$ cat config.mk
export PLATFORM = sky130hd
export DESIGN_NAME = busy_arbiter
export DESIGN_NICKNAME = d
export VERILOG_FILES = /design/src/rtl/arb_pkg.sv /design/src/rtl/match_watch.sv /design/src/rtl/own_fsm.sv /design/src/rtl/write_gate.sv /design/src/rtl/busy_arbiter.sv
export SDC_FILE = /design/constraint.sdc
export NUM_CORES = 1
export LEC_CHECK = 0
export BUFFER_PORTS_ARGS = -buffer_cell sky130_fd_sc_hd__buf_2
export CORE_AREA = 5 5 58 60
export CTS_BUF_LIST = sky130_fd_sc_hd__clkbuf_4
export DETAILED_ROUTE_END_ITERATION = 12
export DIE_AREA = 0 0 63 65
export PLACE_DENSITY = 0.75
export SLEW_MARGIN = 20
export SYNTH_ARGS = -nofsm -noshare
export SYNTH_HDL_FRONTEND = slang
export SYNTH_SLANG_ARGS = --single-unit
$ cat constraint.sdc
create_clock -name clk -period 1.7 [get_ports clk]
set_input_delay 0.085 -clock clk [delete_from_list [all_inputs] [get_ports clk]]
set_output_delay 0.085 -clock clk [all_outputs]
set_load 0.01 [all_outputs]
$ cat src/rtl/arb_pkg.sv
package arb_pkg;
  typedef enum logic [1:0] {
    ST_IDLE       = 2'd0,
    ST_LEFT_OWNS  = 2'd1,
    ST_RIGHT_OWNS = 2'd2
  } own_e;
endpackage

$ cat src/rtl/match_watch.sv
module match_watch #(
  parameter int ADDR_W = 11
) (
  input  logic              clk,
  input  logic              rst,
  input  logic              en_l,
  input  logic [ADDR_W-1:0] addr_l,
  input  logic              en_r,
  input  logic [ADDR_W-1:0] addr_r,
  output logic              match,
  output logic              stable_l,
  output logic              stable_r
);
  logic              en_l_q, en_r_q;
  logic [ADDR_W-1:0] addr_l_q, addr_r_q;

  // Previous-edge copies let the FSM tell an incumbent from a newcomer.
  always_ff @(posedge clk) begin
    if (rst) begin
      en_l_q   <= 1'b0;
      en_r_q   <= 1'b0;
      addr_l_q <= '0;
      addr_r_q <= '0;
    end else begin
      en_l_q   <= en_l;
      en_r_q   <= en_r;
      addr_l_q <= addr_l;
      addr_r_q <= addr_r;
    end
  end

  assign match    = en_l && en_r && (addr_l == addr_r);
  assign stable_l = en_l_q && (addr_l_q == addr_l);
  assign stable_r = en_r_q && (addr_r_q == addr_r);
endmodule

$ cat src/rtl/own_fsm.sv
module own_fsm
  import arb_pkg::*;
(
  input  logic clk,
  input  logic rst,
  input  logic match,
  input  logic stable_l,
  input  logic stable_r,
  output own_e state_q,
  output own_e state_d
);
  logic tie_pref_q;   // 0: left wins next tie, 1: right wins
  logic tie_hit;

  always_comb begin
    state_d = state_q;
    tie_hit = 1'b0;
    case (state_q)
      ST_IDLE: begin
        if (match) begin
          if (stable_l && !stable_r)      state_d = ST_LEFT_OWNS;
          else if (stable_r && !stable_l) state_d = ST_RIGHT_OWNS;
          else begin
            state_d = tie_pref_q ? ST_RIGHT_OWNS : ST_LEFT_OWNS;
            tie_hit = 1'b1;
          end
        end
      end
      default: begin
        if (!match) state_d = ST_IDLE;
      end
    endcase
  end

  always_ff @(posedge clk) begin
    if (rst) begin
      state_q    <= ST_IDLE;
      tie_pref_q <= 1'b0;
    end else begin
      state_q <= state_d;
      if (tie_hit) tie_pref_q <= ~tie_pref_q;
    end
  end

  // an owned state survives as long as the match survives
  assert_hold_decision_R6: assert property (@(posedge clk) disable iff (rst)
    (state_q != ST_IDLE && match) |=> $stable(state_q));

  // a lone incumbent on the left is granted ownership
  assert_incumbent_wins_R2: assert property (@(posedge clk) disable iff (rst)
    (state_q == ST_IDLE && match && stable_l && !stable_r) |=> (state_q == ST_LEFT_OWNS));

  // a tie always produces some owner
  assert_tie_resolves_R4: assert property (@(posedge clk) disable iff (rst)
    (state_q == ST_IDLE && match) |=> (state_q != ST_IDLE));
endmodule

$ cat src/rtl/write_gate.sv
module write_gate
  import arb_pkg::*;
#(
  parameter int SLICES = 2
) (
  input  own_e              state_d,
  input  logic [SLICES-1:0] wr_req_l,
  input  logic [SLICES-1:0] wr_req_r,
  output logic [SLICES-1:0] wr_go_l,
  output logic [SLICES-1:0] wr_go_r
);
  logic block_l, block_r;

  // The pending decision is used, so a newcomer is blocked on arrival.
  assign block_l = (state_d == ST_RIGHT_OWNS);
  assign block_r = (state_d == ST_LEFT_OWNS);

  for (genvar s = 0; s < SLICES; s++) begin : g_slice
    assign wr_go_l[s] = wr_req_l[s] && !block_l;
    assign wr_go_r[s] = wr_req_r[s] && !block_r;
  end
endmodule

$ cat src/rtl/busy_arbiter.sv
module busy_arbiter
  import arb_pkg::*;
#(
  parameter int ADDR_W = 11,
  parameter int SLICES = 2
) (
  input  logic              clk,
  input  logic              rst,
  input  logic              en_l,
  input  logic [ADDR_W-1:0] addr_l,
  input  logic              en_r,
  input  logic [ADDR_W-1:0] addr_r,
  input  logic [SLICES-1:0] wr_req_l,
  input  logic [SLICES-1:0] wr_req_r,
  output logic [SLICES-1:0] busy_l_n,
  output logic [SLICES-1:0] busy_r_n,
  output logic [SLICES-1:0] wr_go_l,
  output logic [SLICES-1:0] wr_go_r
);
  localparam logic [SLICES-1:0] ALL_HIGH = {SLICES{1'b1}};

  logic match, stable_l, stable_r;
  own_e state_q, state_d;

  match_watch #(.ADDR_W(ADDR_W)) u_match (
    .clk(clk), .rst(rst),
    .en_l(en_l), .addr_l(addr_l), .en_r(en_r), .addr_r(addr_r),
    .match(match), .stable_l(stable_l), .stable_r(stable_r)
  );

  own_fsm u_fsm (
    .clk(clk), .rst(rst),
    .match(match), .stable_l(stable_l), .stable_r(stable_r),
    .state_q(state_q), .state_d(state_d)
  );

  write_gate #(.SLICES(SLICES)) u_gate (
    .state_d(state_d),
    .wr_req_l(wr_req_l), .wr_req_r(wr_req_r),
    .wr_go_l(wr_go_l), .wr_go_r(wr_go_r)
  );

  // One registered decision fans out to every slice.
  for (genvar s = 0; s < SLICES; s++) begin : g_fan
    assign busy_l_n[s] = (state_q != ST_RIGHT_OWNS);
    assign busy_r_n[s] = (state_q != ST_LEFT_OWNS);
  end

  // no match at an edge means every flag is released after it
  assert_no_match_idle_R1: assert property (@(posedge clk) disable iff (rst)
    !match |=> (busy_l_n == ALL_HIGH && busy_r_n == ALL_HIGH));

  // never both sides busy
  assert_one_side_R3: assert property (@(posedge clk) disable iff (rst)
    !(!busy_l_n[0] && !busy_r_n[0]));

  // an ongoing contention keeps the busy side's writes blocked
  assert_block_loser_R5: assert property (@(posedge clk) disable iff (rst)
    (match && !busy_r_n[0]) |-> (wr_go_r == '0));

  // every slice shows the same flags
  assert_slices_agree_R9: assert property (@(posedge clk) disable iff (rst)
    (busy_l_n == {SLICES{busy_l_n[0]}}) && (busy_r_n == {SLICES{busy_r_n[0]}}));
endmodule

==> flow_summary_export.csv <==
group,metric,value,unit
routing,avgViaCountPerCell,4.83,
floorplan,fp.dieW,63,microns
clocking,htree_levels,1,
flow_run,cap_violations,0,
routing,drt_iter0_drc,14,
setup_path,critPathArrivalTime,2.20,ns
sta,maxSlewViolCount,0,
final_layout,diodes,0,
final_layout,fin_nets,222,
global_route,grt_pass1_wl,4830,microns
global_route,grt_usage,14.7,%
global_route,overflow,0,
global_route,grt_max_degree,16,
outcome,violations,"setup timing",
setup_path,rr_worst_depth,7,
floorplan,core-area,0.00288,sq mm
sta,fin_skew,0.00295,ns
routing,drt.antenna.violating_nets,0,
clocking,root_buffer,"clkbuf_4",
sta,finalSetupViolCount,7,
global_route,grt_pass1_vias,1144,
yosys,ys_ff_latch,27,
setup_path,end_kind,"output port",
yosys,ys_warn_count,0,
final_layout,final_layout_size_suffix_gt1_share,49.2,%
floorplan,rows,20,
setup_path,path_class,"flop to output port",
sta,fmax,0.437,GHz
floorplan,start_util,43.7,%
sta,hold_viol,0,
sta,setup_ws,-0.587,ns
final_layout,post-route-util,63.7,%
floorplan,io_pins,38,
routing,wl_per_cell,13.0,microns
final_layout,area_growth,45.8,%
global_route,met3_usage,2.43,%
place,dp_cells,215,
clocking,ctsLongestPathBuffers,2,
final_layout,final_common_cell,"buf_2",
routing,vias,1073,
routing,drt-total-wl,2880,microns
yosys,syn_inst,127,
place,hpwl,2240,microns
sta,rsz0062_at_grt,"yes",
routing,drc_errors,0,
setup_path,cp-start-kind,"flop",
sta,fin_crit_sh,135,%
sta,max-slew-margin-rel,81.7,%
sta,period_minus_slack,2.29,ns
yosys,syn_avg_cell_area,9.90,sq um
global_route,grt.busiest_layer,"met2",
power,ir_drop,0.461,mV
global_route,grtUsageMet2,27.8,%
clocking,cts.sinks,27,
hold_path,hold_depth,3,
yosys,seq_area_frac_synth,43.0,%
yosys,ys_types,21,
place,dp_slack,-0.341,ns
clocking,numCtsBuffers,3,
power,p_leak,0.764,nW
final_layout,layout_common_cells,"buf_2 (37), xnor2_1 (25), nor2b_1 (25)",
global_route,use_met1,16.1,%
global_route,antenna_found_initial,0,
sta,tightest_slew,0.273,ns
power,fin_total_pwr,1.22,mW
outcome,status,"finished, violations left",
hold_path,hp-class,"input pin to flop",
place,place.port_buffers,37,
floorplan,dieHeight,65,microns
place,gp_congestion,0.832,
clocking,cts.reportedPaths.clkPinSlew,0.14,ns
yosys,synth_nets,159,
yosys,syn_area,0.00126,sq mm
power,p_per_area,664,mW/mm^2
final_layout,layoutNonFillerInstCount,222,
floorplan,die_area,0.00410,sq mm
clocking,cts_tree,"built",
clocking,clk_latency,0.33,ns
setup_path,crit_required,1.62,ns
routing,dr.pass1.iters,3,
setup_path,path_max_fanout,3,
report_power, final:
part	internal (mW)	leakage, nW	switching, mW
registers	0.665	0.226	0.0154
logic	0.149	0.520	0.106
clock network	0.0885	0.0177	0.194
area by class of cell:
cell class	instances	area, sq um
well taps	33	41.3
repair buffers	63	385
flip-flops and latches	27	551
inverters	2	7.51
multi-input cells	93	821
fillers	240	1040
clock buffers	3	22.5
clock inverters	1	5.00
worst max-delay path: stages (launching register included):
cell and delay, ns:
dfxtp_2 0.36, xnor2_2 0.15, nand4_1 0.16, or3_4 0.38
ha_4 0.16, o21bai_4 0.16, nor2b_4 0.13, o31a_1 0.24
buf_2 0.14
final timing paths:
check                        endpoint  slack (ns)                start
hold / removal    u_match.addr_l_q[3]        0.09            addr_l[3]
setup reg to reg     u_fsm.tie_pref_q       -0.24  u_match.addr_r_q[9]
hold reg to reg      u_fsm.state_q[0]        0.59     u_fsm.state_q[0]
setup / recovery           wr_go_l[0]       -0.59  u_match.addr_r_q[9]
kinds of logic (layout without fill, tap and decap cells):
family	count (synthesis)	in the layout	synth area share (%)
DFF	27	27	43.0
muxes	1	1	0.895
xor gates and xnor gates	33	33	23.0
AOI/OAI and AO/OA	6	6	3.78
adders and majority gates	2	2	1.99
and+or+nand+nor	51	51	24.6
buffers and inverters	7	69	2.79
metal layers:
layer  up-vias  routed length, microns
li1        541                       -
met1       501                    1160
met2        27                    1530
met3         4                     144
met4         0                      40
met5         -                       0
synthesized netlist by cell type:
master | n | area share [%]
xnor2_1 | 33 | 23
dfxtp_1 | 27 | 43
nor2b_1 | 26 | 13
nand4_1 | 12 | 6.0
nor2_1 | 3 | 0.90
or3_1 | 3 | 1.5
buf_4 | 2 | 1.2
clkbuf_1 | 2 | 0.60
ha_1 | 2 | 2.0
inv_1 | 2 | 0.60
nand2b_1 | 2 | 0.99
o21a_1 | 2 | 1.2
o21bai_1 | 2 | 1.2
o31a_1 | 2 | 1.4
and2_1 | 1 | 0.50
buf_2 | 1 | 0.40
mux2_2 | 1 | 0.90
nand2_1 | 1 | 0.30
nor3_1 | 1 | 0.40
nor3b_1 | 1 | 0.60
nor4_1 | 1 | 0.50
through the flow:
stage	setup TNS [ns]	area, sq um	hold WS [ns]
5_1_grt	-3.34	1830	0.0941
4_1_cts	-2.77	1760	0.0753
2_1_floorplan	-0.223	1260	0.157
3_3_place_gp	-1.20	1630	0.326
3_5_place_dp	-1.54	1630	0.336
6_report	-2.61	1830	0.0906
registers in the layout, indices dropped and copies added (netlist names):
name,flops
u_fsm.tie_pref_q,1
u_fsm.state_q,2
u_match.addr_r_q,11
u_match.en_r_q,1
u_match.en_l_q,1
u_match.addr_l_q,11
repair_timing:
action,in CTS,in global routing
pin swaps,11,8
setup endpoints to repair,7,7
hold buffers,2,0
hold endpoints to repair,2,0
resized for setup,19,13
buffers inserted,0,1
No activity file was read; power rests on OpenSTA's default activity.
